File: src/rtl/alc_pkg.sv
package alc_pkg;
  localparam int GAIN_W = 7;
  typedef logic [GAIN_W-1:0] gain_t;

  typedef struct packed {
    logic       lvl_sel;
    logic [1:0] att_sel;
    logic       rec_sel;
    logic       zc_en;
    logic [1:0] tmo_sel;
    gain_t      max_gain;
  } alc_cfg_t;
endpackage

File: src/rtl/alc_level_det.sv
module alc_level_det #(
  parameter int DW = 16
) (
  input  logic          clk_i,
  input  logic          rst_ni,
  input  logic          valid_i,
  input  logic [DW-1:0] smp_i,
  input  logic          lvl_sel_i,
  output logic          exceed_o,
  output logic          zc_o
);
  localparam int FS = 1 << (DW - 1);
  localparam logic [DW-1:0] LVL_HI = DW'(FS / 2 + FS / 8);
  localparam logic [DW-1:0] LVL_LO = DW'(FS / 2);

  logic [DW-1:0] mag;
  logic [DW-1:0] lvl;
  logic          prev_sign_q;

  // two's-complement magnitude; most negative value maps to FS unsigned
  assign mag = smp_i[DW-1] ? (~smp_i + DW'(1)) : smp_i;
  assign lvl = lvl_sel_i ? LVL_LO : LVL_HI;

  assign exceed_o = valid_i && (mag > lvl);
  assign zc_o     = valid_i && ((smp_i == '0) || (smp_i[DW-1] != prev_sign_q));

  always_ff @(posedge clk_i or negedge rst_ni) begin
    if (!rst_ni)      prev_sign_q <= 1'b0;
    else if (valid_i) prev_sign_q <= smp_i[DW-1];
  end

  assert_exceed_strobed_R3: assert property (@(posedge clk_i) disable iff (!rst_ni)
    exceed_o |-> (valid_i && smp_i != '0));
endmodule

File: src/rtl/alc_pacer.sv
module alc_pacer #(
  parameter int WAIT_BASE = 128
) (
  input  logic       clk_i,
  input  logic       rst_ni,
  input  logic       active_i,
  input  logic       valid_i,
  input  logic       exceed_i,
  input  logic       pend_i,
  input  logic [1:0] tmo_sel_i,
  output logic       rec_req_o,
  output logic       tmo_hit_o
);
  localparam int CNT_W = $clog2(WAIT_BASE) + 4;

  logic [CNT_W-1:0] lim;
  logic [CNT_W-1:0] wait_cnt_q;
  logic [CNT_W-1:0] tmo_cnt_q;

  assign lim       = (CNT_W'(WAIT_BASE) << tmo_sel_i) - CNT_W'(1);
  assign rec_req_o = active_i && valid_i && !exceed_i && (wait_cnt_q == lim);
  assign tmo_hit_o = active_i && valid_i && pend_i && (tmo_cnt_q == lim);

  always_ff @(posedge clk_i or negedge rst_ni) begin
    if (!rst_ni) begin
      wait_cnt_q <= '0;
    end else if (!active_i) begin
      wait_cnt_q <= '0;
    end else if (valid_i) begin
      if (exceed_i || wait_cnt_q == lim) wait_cnt_q <= '0;
      else                               wait_cnt_q <= wait_cnt_q + CNT_W'(1);
    end
  end

  always_ff @(posedge clk_i or negedge rst_ni) begin
    if (!rst_ni) begin
      tmo_cnt_q <= '0;
    end else if (!active_i || !pend_i) begin
      tmo_cnt_q <= '0;
    end else if (valid_i) begin
      if (tmo_cnt_q == lim) tmo_cnt_q <= '0;
      else                  tmo_cnt_q <= tmo_cnt_q + CNT_W'(1);
    end
  end

  assert_wait_in_range_R5: assert property (@(posedge clk_i) disable iff (!rst_ni)
    wait_cnt_q <= lim);
  assert_excess_restarts_R6: assert property (@(posedge clk_i) disable iff (!rst_ni)
    (active_i && exceed_i) |=> (wait_cnt_q == '0));
endmodule

File: src/rtl/alc_gain_reg.sv
module alc_gain_reg
  import alc_pkg::*;
#(
  parameter gain_t RESET_GAIN = 7'h10
) (
  input  logic       clk_i,
  input  logic       rst_ni,
  input  logic       active_i,
  input  logic       load_i,
  input  gain_t      start_i,
  input  logic       exceed_i,
  input  logic       rec_req_i,
  input  logic       zc_i,
  input  logic       tmo_hit_i,
  input  logic       zc_en_i,
  input  logic [1:0] att_sel_i,
  input  logic       rec_sel_i,
  input  gain_t      max_i,
  output gain_t      gain_o,
  output logic       pend_o
);
  gain_t          gain_q;
  logic           pend_att_q, pend_rec_q;
  logic           want_att, want_rec, go;
  gain_t          att_amt, rec_amt, gain_dn, gain_up;
  logic [GAIN_W:0] up_sum;

  assign want_att = exceed_i || pend_att_q;
  assign want_rec = (rec_req_i || pend_rec_q) && !want_att;
  assign go       = !zc_en_i || zc_i || tmo_hit_i;

  assign att_amt = GAIN_W'(att_sel_i) + GAIN_W'(1);
  assign rec_amt = GAIN_W'(rec_sel_i) + GAIN_W'(1);
  assign gain_dn = (gain_q > att_amt) ? (gain_q - att_amt) : '0;
  assign up_sum  = {1'b0, gain_q} + {1'b0, rec_amt};

  always_comb begin
    if (gain_q >= max_i)                 gain_up = gain_q;
    else if (up_sum > {1'b0, max_i})     gain_up = max_i;
    else                                 gain_up = up_sum[GAIN_W-1:0];
  end

  always_ff @(posedge clk_i or negedge rst_ni) begin
    if (!rst_ni) begin
      gain_q     <= RESET_GAIN;
      pend_att_q <= 1'b0;
      pend_rec_q <= 1'b0;
    end else if (!active_i) begin
      pend_att_q <= 1'b0;
      pend_rec_q <= 1'b0;
      if (load_i) gain_q <= start_i;
    end else if (go) begin
      pend_att_q <= 1'b0;
      pend_rec_q <= 1'b0;
      if (want_att)      gain_q <= gain_dn;
      else if (want_rec) gain_q <= gain_up;
    end else begin
      pend_att_q <= want_att;
      pend_rec_q <= want_rec;
    end
  end

  assign gain_o = gain_q;
  assign pend_o = pend_att_q || pend_rec_q;

  assert_single_pending_R9: assert property (@(posedge clk_i) disable iff (!rst_ni)
    $onehot0({pend_att_q, pend_rec_q}));
  assert_hold_inactive_R11: assert property (@(posedge clk_i) disable iff (!rst_ni)
    (!active_i && !load_i) |=> $stable(gain_q));
  assert_gate_holds_R7: assert property (@(posedge clk_i) disable iff (!rst_ni)
    (active_i && zc_en_i && !zc_i && !tmo_hit_i) |=> $stable(gain_q));
  assert_drop_on_excess_R4: assert property (@(posedge clk_i) disable iff (!rst_ni)
    (active_i && exceed_i && !zc_en_i) |=> (gain_q < $past(gain_q) || $past(gain_q) == '0));
  assert_rise_capped_R5: assert property (@(posedge clk_i) disable iff (!rst_ni)
    active_i |=> (gain_q <= $past(gain_q) || gain_q <= $past(max_i)));
endmodule

File: src/rtl/alc_gain_engine.sv
module alc_gain_engine
  import alc_pkg::*;
#(
  parameter int    DW         = 16,
  parameter int    WAIT_BASE  = 128,
  parameter gain_t RESET_GAIN = 7'h10,
  parameter gain_t RESET_MAX  = 7'h47
) (
  input  logic          clk_i,
  input  logic          rst_ni,
  input  logic          smp_valid_i,
  input  logic [DW-1:0] smp_i,
  input  logic          alc_en_i,
  input  logic          path_on_i,
  input  logic          gain_wr_i,
  input  logic [6:0]    start_gain_i,
  input  logic [6:0]    max_gain_i,
  input  logic          lvl_sel_i,
  input  logic [1:0]    att_sel_i,
  input  logic          rec_sel_i,
  input  logic          zc_en_i,
  input  logic [1:0]    tmo_sel_i,
  output logic [6:0]    gain_o
);
  alc_cfg_t cfg_q, cfg_d;
  logic     active, load;
  logic     exceed, zc, rec_req, tmo_hit, pend;

  assign active = alc_en_i && path_on_i;
  assign load   = gain_wr_i && path_on_i && !alc_en_i;

  assign cfg_d = '{lvl_sel: lvl_sel_i, att_sel: att_sel_i, rec_sel: rec_sel_i,
                   zc_en: zc_en_i, tmo_sel: tmo_sel_i, max_gain: max_gain_i};

  // settings shadow: open while control is off
  always_ff @(posedge clk_i or negedge rst_ni) begin
    if (!rst_ni) cfg_q <= '{lvl_sel: 1'b0, att_sel: 2'd0, rec_sel: 1'b0,
                            zc_en: 1'b0, tmo_sel: 2'd0, max_gain: RESET_MAX};
    else if (!alc_en_i) cfg_q <= cfg_d;
  end

  alc_level_det #(.DW(DW)) u_det (
    .clk_i, .rst_ni,
    .valid_i   (smp_valid_i),
    .smp_i     (smp_i),
    .lvl_sel_i (cfg_q.lvl_sel),
    .exceed_o  (exceed),
    .zc_o      (zc)
  );

  alc_pacer #(.WAIT_BASE(WAIT_BASE)) u_pacer (
    .clk_i, .rst_ni,
    .active_i  (active),
    .valid_i   (smp_valid_i),
    .exceed_i  (exceed),
    .pend_i    (pend),
    .tmo_sel_i (cfg_q.tmo_sel),
    .rec_req_o (rec_req),
    .tmo_hit_o (tmo_hit)
  );

  alc_gain_reg #(.RESET_GAIN(RESET_GAIN)) u_gain (
    .clk_i, .rst_ni,
    .active_i  (active),
    .load_i    (load),
    .start_i   (start_gain_i),
    .exceed_i  (active && exceed),
    .rec_req_i (rec_req),
    .zc_i      (zc),
    .tmo_hit_i (tmo_hit),
    .zc_en_i   (cfg_q.zc_en),
    .att_sel_i (cfg_q.att_sel),
    .rec_sel_i (cfg_q.rec_sel),
    .max_i     (cfg_q.max_gain),
    .gain_o    (gain_o),
    .pend_o    (pend)
  );

  assert_cfg_frozen_R10: assert property (@(posedge clk_i) disable iff (!rst_ni)
    alc_en_i |=> $stable(cfg_q));
  assert_no_load_running_R2: assert property (@(posedge clk_i) disable iff (!rst_ni)
    (gain_wr_i && alc_en_i && !path_on_i) |=> $stable(gain_o));
endmodule

File: config.mk
export PLATFORM = sky130hd
export DESIGN_NAME = alc_gain_engine
export DESIGN_NICKNAME = d
export VERILOG_FILES = /design/src/rtl/alc_pkg.sv /design/src/rtl/alc_level_det.sv /design/src/rtl/alc_pacer.sv /design/src/rtl/alc_gain_reg.sv /design/src/rtl/alc_gain_engine.sv
export SDC_FILE = /design/constraint.sdc
export NUM_CORES = 1
export LEC_CHECK = 0
export BUFFER_PORTS_ARGS = -buffer_cell sky130_fd_sc_hd__buf_2
export CAP_MARGIN = 20
export CORE_MARGIN = 1
export CORE_UTILIZATION = 53
export CTS_BUF_LIST = sky130_fd_sc_hd__clkbuf_4 sky130_fd_sc_hd__clkbuf_8 sky130_fd_sc_hd__clkbuf_16
export DETAILED_ROUTE_END_ITERATION = 12
export GPL_TIMING_DRIVEN = 0
export PLACE_DENSITY = 0.77
export SLEW_MARGIN = 15
export SYNTH_ARGS = -nofsm -noshare
export SYNTH_HDL_FRONTEND = slang
export SYNTH_HIERARCHICAL = 1
export SYNTH_SLANG_ARGS = --single-unit
File: constraint.sdc
create_clock -name clk_i -period 2.75 [get_ports clk_i]
set_input_delay 0.275 -clock clk_i [delete_from_list [all_inputs] [get_ports clk_i]]
set_output_delay 0.275 -clock clk_i [all_outputs]
set_load 0.03 [all_outputs]
==> results_dict.tcl, run 1 <==
set metrics [dict create \
    cts-root-buf "clkbuf_8" \
    finalCritPeriodShare_pct 123 \
    hp-class "primary input to async pin" \
    cpPeakStageDelay_ns 0.54 \
    first_iter_violations 174 \
    synth.most_common_cell "dfrtp_1" \
    regArea_um2 1160 \
    grt_pass1_vias 3109 \
    avgRoutedWirePerCell_um 15.4 \
    total_power_w 0.00213 \
    cts_buffers 5 \
    crit_chain "buf_8, or4_4, or2_4, or3_4, a31o_1, a221o_1, a41oi_2, nand3b_1, a2111oi_4, o21ai_2, a2111oi_4, a21oi_2, buf_4, a211oi_1, a211o_1" \
    peakVddDrop_mv 0.285 \
    status "finished, violations left" \
    syn_to_final_growth_pct 19.4 \
    finalClockSkew_ns 0.0115 \
    drcViolationCount 0 \
    instances_no_fill 576 \
    die-area_um2 7430 \
    cp.depth 15 \
    grt_max_degree 47 \
    ioPinCount 50 \
    syn_inst 415 \
    hpwl_um 6190 \
    port_buffers 48 \
    grt_pass1_wl_um 14300 \
    ys_async_sr_fraction_pct 100 \
    place_area_um2 4130 \
    cts_tree "built" \
    clkPwrFrac_pct 20.6 \
    core_area_um2 6830 \
    num_rows 30 \
    power_density_nw_per_um2 474 \
    antenna_found_initial 0 \
    cp_common_cell "a2111oi_4" \
    cts.sinks 46 \
    clock_latency_ns 0.31 \
    tns_ns -3.72 \
    cp.required_ns 2.94 \
    worstSetupPathType "primary input to register" \
    yosys_warnings 6 \
    fin_area_um2 4490 \
    nets 548 \
    die_w_um 86.2 \
    postRouteWirelength_um 8890 \
    h-tree-depth 2 \
    seq_area_frac_synth_pct 30.8 \
    drv_cap 0 \
    synth_area_um2 3760 \
    globalRoute.totalOverflow 0 \
    worst_pin_slew_ns 0.612 \
    switching_power_w 0.000823 \
    synth_edf_count 0 \
    finalHoldViolations 41 \
    start_util_pct 55.0 \
    setup_viol 10 \
    critPathMaxFanout 5 \
    synth.top_cells.by_area "dfrtp_1 27%, ha_1 8.3%, nand2_1 3.9%" \
    die_y_um 86.2 \
    p_leak_nw 1.92 \
    reg2reg_depth 15 \
    drv_slew 0 \
    slowest_stage "or4_4" \
    critical_path.top_delay_family "compound AO/OA/AOI/OAI gates" \
    comb_power_share_pct 41.5 \
    gr-usage-all-layers_pct 24.0 \
    internal_power_w 0.00130 \
    cp_num_buf_inv 2 \
    startpoint_type "primary input" \
    firstDrtPassIters 4 \
    mappedNetlistNets 484 \
    viasPerCell 5.91 \
    diodes 0 \
    multi_input_area_um2 2590 \
    vias 3403 \
    drive_gt1_share_pct 30.6 \
    arrival_ns 3.57 \
    ant_nets 0 \
    path_clk_slew_ns 0.09 \
    yosysTopAreaCell "dfrtp_1" \
    nFillCells 559 \
    pwr-share-seq_pct 37.9 \
    fin_ws_ns -0.628 \
    fin_util_pct 65.7 \
    max_freq_mhz 296 \
    worstSetupEndpointType "register" \
    synth_commonest_cells "41 x dfrtp_1, 39 x nand2_1, 25 x ha_1, 25 x inv_1, 25 x nor2_1" \
    whs_ns -0.0282 \
    ys_seq_elements 46 \
    swShare_pct 38.7 \
    synth_flop_cell "dfrtp_1" \
    synth_top_area_share_pct 27.3 \
    max-slew-margin-rel_pct 59.2 \
    clock_path_buffers 2 \
    violations "negative hold slack, negative setup slack" \
    post-route-min-period_ns 3.38 \
    avgSynthCellArea_um2 9.06 \
    gp_congestion 0.891 \
    rsz0062_at_grt "yes" \
    postCtsHoldBufs 0 \
    ys_types 84 \
    dp_cells 559 \
]
==> power by group through the flow <==
stage | clock network, W | registers (W) | logic, W
after floorplan | 0 | 0.000850 | 0.000546
after global placement | 0 | 0.000815 | 0.000773
after detailed placement | 0 | 0.000818 | 0.000796
after CTS | 0.000456 | 0.000806 | 0.000825
after global routing | 0.000482 | 0.000818 | 0.000965
final | 0.000438 | 0.000806 | 0.000882
==> metal layers <==
metal / global-route usage, % / wire length, µm / vias to the layer above
met2: 40.1 / 4220 / 68
met4: 5.76 / 108 / 0
met5: 0 / 0 / -
li1: - / - / 1668
met1: 32.9 / 4250 / 1654
met3: 3.62 / 307 / 13
==> per-stage QoR <==
stage | worst slack, ns | hold slack (ns)
finish | -0.628 | -0.0282
global route | -0.714 | 0.0190
CTS | -0.562 | 0.182
detailed placement | -1.28 | 0.493
global placement | -1.28 | 0.485
floorplan | -0.612 | -0.0206
==> kinds of logic after synthesis <==
| kind of cell | after synthesis | share of synthesized area (%) |
|---|---|---|
| muxes | 23 | 7.52 |
| xor gates and xnor gates | 15 | 3.49 |
| and+or+nand+nor | 163 | 23.9 |
| AOI/OAI and AO/OA | 102 | 20.4 |
| DFF | 46 | 30.8 |
| buffers and inverters | 40 | 4.99 |
| adders and majority gates | 26 | 8.85 |
==> cells in the final DEF, fill, tap and decap left out, drive strengths merged, types with 4 or more instances in the layout <==
cell type	Yosys	layout
a211oi	9	9
a21o	7	7
a21oi	15	15
and3	9	9
buf	11	67
clkbuf	4	10
dfrtp	41	41
dfstp	5	5
ha	25	25
inv	25	26
mux2	21	21
nand2	40	40
nand2b	8	8
nand3	20	20
nand4	10	10
nor2	27	27
nor2b	10	10
nor3	9	9
o211ai	5	5
o21ai	26	26
o311ai	4	4
o31ai	9	9
or3	7	7
xnor2	8	8
xor2	7	7
==> final timing paths <==
path	start	end	slack (ns)
worst max-delay path	smp_i[11]	u_gain/gain_o[5]$_DFFE_PN0P_	-0.63
max in group asynchronous	rst_ni	u_pacer/tmo_cnt_q[9]$_DFFE_PN0P_	2.36
worst min register to register	cfg_q[10]$_DFFE_PN0N_	cfg_q[10]$_DFFE_PN0N_	0.52
worst min-delay path	rst_ni	u_pacer/wait_cnt_q[4]$_DFFE_PN0P_	-0.03
worst max register to register	u_gain/gain_o[0]$_DFFE_PN0P_	u_gain/gain_o[3]$_DFFE_PN0P_	-0.47
min in group clk_i	max_gain_i[1]	cfg_q[1]$_DFFE_PN1N_	0.19
==> final cells by class <==
cell class / count / area share (%)
repair buffers: 57 / 7.36
flip-flops and latches: 46 / 25.8
multi-input cells: 329 / 57.7
plain buffers: 15 / 2.34
inverters: 25 / 2.09
well taps: 96 / 2.68
clock buffers: 5 / 1.53
clock inverters: 3 / 0.558
==> registers in the layout, indices dropped and copies added (netlist names) <==
signal / flops
cfg_q: 14
u_det/prev_sign_q: 1
u_gain/gain_o: 7
u_gain/pend_att_q: 1
u_gain/pend_rec_q: 1
u_pacer/tmo_cnt_q: 11
u_pacer/wait_cnt_q: 11
==> timing repair <==
item                                    4_1_cts  5_1_grt
pin swaps                                     7        9
resized for setup                            24       24
gates cloned                                  1        0
setup buffers                                 8        1
endpoints found under the setup margin       15       16
No activity file was read; power rests on OpenSTA's default activity.
==> run 2, diff against run 1 <==
--- a/config.mk
+++ b/config.mk
@@ -13,6 +13,7 @@
 export DETAILED_ROUTE_END_ITERATION = 12
 export GPL_TIMING_DRIVEN = 0
 export PLACE_DENSITY = 0.77
+export SKIP_CTS_REPAIR_TIMING = 1
 export SLEW_MARGIN = 15
 export SYNTH_ARGS = -nofsm -noshare
 export SYNTH_HDL_FRONTEND = slang
==> results_dict.tcl, run 2 (synthesis results as in run 1) <==
set metrics [dict create \
    worst_pin_slew_ns 0.609 \
    switching_power_w 0.000815 \
    core_area_um2 6830 \
    die_w_um 86.2 \
    antenna_found_initial 0 \
    fin_area_um2 4500 \
    drive_gt1_share_pct 31.3 \
    ioPinCount 50 \
    h-tree-depth 2 \
    hp-class "primary input to async pin" \
    clkPwrFrac_pct 21.0 \
    cts-root-buf "clkbuf_8" \
    max_freq_mhz 289 \
    finalCritPeriodShare_pct 126 \
    hpwl_um 6190 \
    instances_no_fill 578 \
    internal_power_w 0.00130 \
    crit_path_start "smp_i[11]" \
    startpoint_type "primary input" \
    critPathMaxFanout 5 \
    dp_cells 559 \
    path_clk_slew_ns 0.10 \
    regArea_um2 1160 \
    final_common_cell "buf_2" \
    die_y_um 86.2 \
    fin_ws_ns -0.709 \
    clock_latency_ns 0.31 \
    viasPerCell 5.96 \
    nFillCells 563 \
    top_register "cfg_q" \
    cp.required_ns 3.00 \
    r2r_start "u_gain/gain_o[0]$_DFFE_PN0P_" \
    rsz0062_at_grt "yes" \
    power_density_nw_per_um2 470 \
    drv_cap 0 \
    pwr-share-seq_pct 38.1 \
    num_rows 30 \
    start_util_pct 55.0 \
    post-route-min-period_ns 3.46 \
    postRouteWirelength_um 8960 \
    gp_congestion 0.891 \
    ant_nets 0 \
    total_power_w 0.00211 \
    arrival_ns 3.71 \
    fin_util_pct 65.8 \
    diodes 0 \
    place_area_um2 4130 \
    vias 3445 \
    p_leak_nw 1.95 \
    nets 550 \
    firstDrtPassIters 5 \
    syn_to_final_growth_pct 19.6 \
    worstSetupPathType "primary input to register" \
    reg_top3 "cfg_q: 14 flops, u_pacer/tmo_cnt_q: 11 flops, u_pacer/wait_cnt_q: 11 flops" \
    peakVddDrop_mv 0.290 \
    globalRoute.totalOverflow 0 \
    drv_slew 0 \
    comb_power_share_pct 40.8 \
    multi_input_area_um2 2570 \
    post-place-ws_ns -1.28 \
    clock_path_buffers 2 \
    first_iter_violations 215 \
    swShare_pct 38.6 \
    max-slew-margin-rel_pct 59.4 \
    cts_tree "built" \
    setup_viol 11 \
    avgRoutedWirePerCell_um 15.5 \
    violations "negative hold slack, negative setup slack" \
    drcViolationCount 0 \
    finalClockSkew_ns 0.0114 \
    die-area_um2 7430 \
    port_buffers 48 \
    whs_ns -0.0365 \
    mostFrequentLayoutCells "49 x buf_2, 41 x dfrtp_1, 34 x nand2_1" \
    worstSetupEndpointType "register" \
    grt_max_degree 47 \
    grt_pass1_vias 3032 \
    status "finished, violations left" \
    largest_reg_flops 14 \
    cts_buffers 5 \
    finalHoldViolations 41 \
    cts.sinks 46 \
    gr-usage-all-layers_pct 23.3 \
    grt_pass1_wl_um 14000 \
]
[run 2: power groups by stage]
stage	clock network (W)	registers (W)	logic, W
2_1_floorplan	0	0.000850	0.000546
3_3_place_gp	0	0.000815	0.000773
3_5_place_dp	0	0.000818	0.000796
4_1_cts	0.000456	0.000805	0.000800
5_1_grt	0.000481	0.000819	0.000948
6_report	0.000444	0.000806	0.000863
[run 2: path summary, 6_finish.rpt]
path / to / slack, ns / cells past startpoint
min in group clk_i: cfg_q[1]$_DFFE_PN1N_ / 0.18 / 2
max in group asynchronous: u_pacer/tmo_cnt_q[2]$_DFFE_PN0P_ / 2.37 / 1
hold reg to reg: cfg_q[10]$_DFFE_PN0N_ / 0.52 / 1
hold / removal: u_pacer/wait_cnt_q[4]$_DFFE_PN0P_ / -0.04 / 1
setup / recovery: u_gain/gain_o[4]$_DFFE_PN1P_ / -0.71 / 16
setup reg to reg: u_gain/gain_o[3]$_DFFE_PN0P_ / -0.50 / 15
[run 2: area by class of cell]
type	instances	share of cell area [%]
Clock buffer	5	1.53
Timing Repair Buffer	59	7.93
Multi-Input combinational cell	329	57.2
Tap cell	96	2.67
Sequential cell	46	25.7
Inverter	25	2.09
Buffer	15	2.28
Clock inverter	3	0.556
[run 2: metrics by stage]
stage,hold slack [ns],TNS (ns)
floorplan,-0.0206,-4.26
global placement,0.485,-12.68
detailed placement,0.493,-12.86
CTS,0.182,-7.09
global route,0.0187,-6.07
finish,-0.0365,-4.89
[run 2: worst max-delay path, stage by stage]
cell and delay, ns:
buf_8 0.10, or4_4 0.54, or2_4 0.26, or3_4 0.35, o21ai_0 0.24, a221o_1 0.20, a41oi_2 0.05, nand3b_1 0.30
a2111oi_4 0.38, o21ai_2 0.14, a2111oi_4 0.26, a21oi_4 0.14, buf_6 0.14, buf_6 0.13, nand2_1 0.11, o31ai_2 0.08
[run 2: metal layers]
layer | vias up | track usage (%) | wire length (µm)
met5 | - | 0 | 0
met4 | 0 | 5.15 | 124
met3 | 11 | 3.43 | 346
met2 | 87 | 38.4 | 4270
met1 | 1674 | 32.6 | 4210
li1 | 1673 | - | -
==> run 3, diff against run 2 <==
==> constraint.sdc (replaced) <==
create_clock -name clk_i -period 3.1 [get_ports clk_i]
set_input_delay 0.31 -clock clk_i [delete_from_list [all_inputs] [get_ports clk_i]]
set_output_delay 0.31 -clock clk_i [all_outputs]
set_load 0.03 [all_outputs]
==> results_dict.tcl, run 3 (synthesis results as in run 1) <==
set metrics [dict create \
    crit_chain "buf_8, or4_4, or2_4, or3_4, a31o_1, a221o_1, a41oi_2, nand3b_1, a2111oi_4, o21ai_2, a2111oi_4, a21oi_2, buf_4, a211oi_1, a211o_1" \
    critical_path.top_delay_family "compound AO/OA/AOI/OAI gates" \
    viasPerCell 6.01 \
    power_density_nw_per_um2 422 \
    firstDrtPassIters 4 \
    worstSetupEndpointType "register" \
    antenna_found_initial 0 \
    first_iter_violations 154 \
    violations "negative setup slack" \
    hp-class "primary input to register" \
    worst_pin_slew_ns 0.450 \
    largest_reg_flops 14 \
    vias 3490 \
    drive_gt1_share_pct 30.7 \
    cts_buffers 5 \
    mostFrequentLayoutCells "50 x buf_2, 41 x dfrtp_1, 33 x nand2_1" \
    instances_no_fill 581 \
    syn_to_final_growth_pct 20.2 \
    postRouteWirelength_um 9320 \
    status "finished, violations left" \
    slowest_stage "or4_4" \
    finalHoldViolations 0 \
    post-place-ws_ns -1.08 \
    ant_nets 0 \
    top_register "cfg_q" \
    p_leak_nw 1.95 \
    ioPinCount 50 \
    post-route-min-period_ns 3.46 \
    path_clk_slew_ns 0.10 \
    fin_ws_ns -0.358 \
    finalCritPeriodShare_pct 112 \
    hpwl_um 6510 \
    clock_path_buffers 2 \
    core_area_um2 6830 \
    drv_slew 0 \
    gr-usage-all-layers_pct 24.1 \
    worstSetupPathType "primary input to register" \
    critPathMaxFanout 5 \
    cp.depth 15 \
    peakVddDrop_mv 0.178 \
    avgRoutedWirePerCell_um 16.0 \
    grt_max_degree 47 \
    grt_pass1_vias 3131 \
    hold_path_depth 2 \
    setup_viol 7 \
    h-tree-depth 2 \
    die-area_um2 7430 \
    drv_cap 0 \
    cts.sinks 46 \
    nets 553 \
    port_buffers 48 \
    cp.required_ns 3.30 \
    reg2reg_depth 15 \
    rsz0062_at_grt "yes" \
    startpoint_type "primary input" \
    cpPeakStageDelay_ns 0.54 \
    reg_top3 "cfg_q: 14 flops, u_pacer/tmo_cnt_q: 11 flops, u_pacer/wait_cnt_q: 11 flops" \
    grt_pass1_wl_um 14300 \
    die_y_um 86.2 \
    arrival_ns 3.66 \
    clock_latency_ns 0.31 \
    globalRoute.totalOverflow 0 \
    gp_congestion 0.911 \
    dp_cells 559 \
    max-slew-margin-rel_pct 69.9 \
    cp_num_buf_inv 2 \
    max_freq_mhz 289 \
    num_rows 30 \
    diodes 0 \
    finalClockSkew_ns 0.0117 \
    cp_common_cell "a2111oi_4" \
    drcViolationCount 0 \
    final_common_cell "buf_2" \
    cts-root-buf "clkbuf_8" \
    start_util_pct 55.0 \
    die_w_um 86.2 \
    cts_tree "built" \
]
[run 3: cell types whose count changed in the layout (fill, tap and decap cells not counted), moves of 2 or more]
| cell | change |
|---|---|
| buf_6 | -3 |
| o31ai_4 | +2 |
| o31ai_2 | -2 |
| a211oi_2 | -2 |
| nor2_1 | +2 |
| nor2_2 | -2 |
| inv_2 | +2 |
| buf_4 | +3 |
| inv_1 | -2 |
[run 3: area by class of cell]
cell class / count / area [µm²]
Tap cell: 96 / 120
Multi-Input combinational cell: 329 / 2570
Clock buffer: 5 / 68.8
Buffer: 15 / 103
Timing Repair Buffer: 62 / 380
Sequential cell: 46 / 1160
Fill cell: 579 / 2310
Clock inverter: 3 / 21.3
Inverter: 25 / 93.8
[run 3: metrics by stage]
stage	hold slack [ns]	util [%]	total power, W	setup TNS (ns)	cell area [µm²]
floorplan	0.0144	-	0.00124	-1.97	3770
global placement	0.483	60.5	0.00140	-7.49	4130
detailed placement	0.500	60.5	0.00143	-8.35	4130
CTS	0.221	61.8	0.00182	-4.91	4220
global route	0.219	66.1	0.00201	-3.02	4520
finish	0.228	66.1	0.00191	-2.15	4520
[run 3: path summary, 6_finish.rpt]
kind	start	to	slack [ns]
worst max-delay path	smp_i[11]	u_gain/gain_o[5]$_DFFE_PN0P_	-0.36
min in group asynchronous	rst_ni	u_gain/gain_o[1]$_DFFE_PN0P_	0.43
worst max register to register	u_gain/gain_o[0]$_DFFE_PN0P_	u_gain/gain_o[3]$_DFFE_PN0P_	-0.23
worst min-delay path	tmo_sel_i[1]	cfg_q[8]$_DFFE_PN0N_	0.23
max in group asynchronous	rst_ni	u_gain/gain_o[4]$_DFFE_PN1P_	2.12
worst min register to register	cfg_q[12]$_DFFE_PN0N_	cfg_q[12]$_DFFE_PN0N_	0.51
[run 3: layer usage]
metal / GRT usage (%) / vias up / wire [µm]
met2: 41.7 / 103 / 4630
met4: 7.42 / 0 / 178
li1: - / 1678 / -
met3: 4.00 / 19 / 453
met1: 30.9 / 1690 / 4060
met5: 0 / - / 0
[run 3: where the power goes]
part	total [W]	switching, W	leakage [nW]	internal [W]
sequential	0.000719	0.0000695	0.590	0.000649
clock	0.000385	0.000226	0.0441	0.000159
combinational	0.000804	0.000453	1.32	0.000351
total	0.00191	0.000749	1.95	0.00116
[run 3: worst reg2reg max path: cells and delay by family (launching register included)]
| family | cells | cell delay [ns] |
|---|---|---|
| simple gates | 5 | 0.93 |
| fa+ha+maj | 3 | 0.70 |
| flops | 1 | 0.42 |
| compound gates | 3 | 0.41 |
| mux | 1 | 0.39 |
| buf+inv | 2 | 0.20 |
| xor+xnor | 1 | 0.17 |
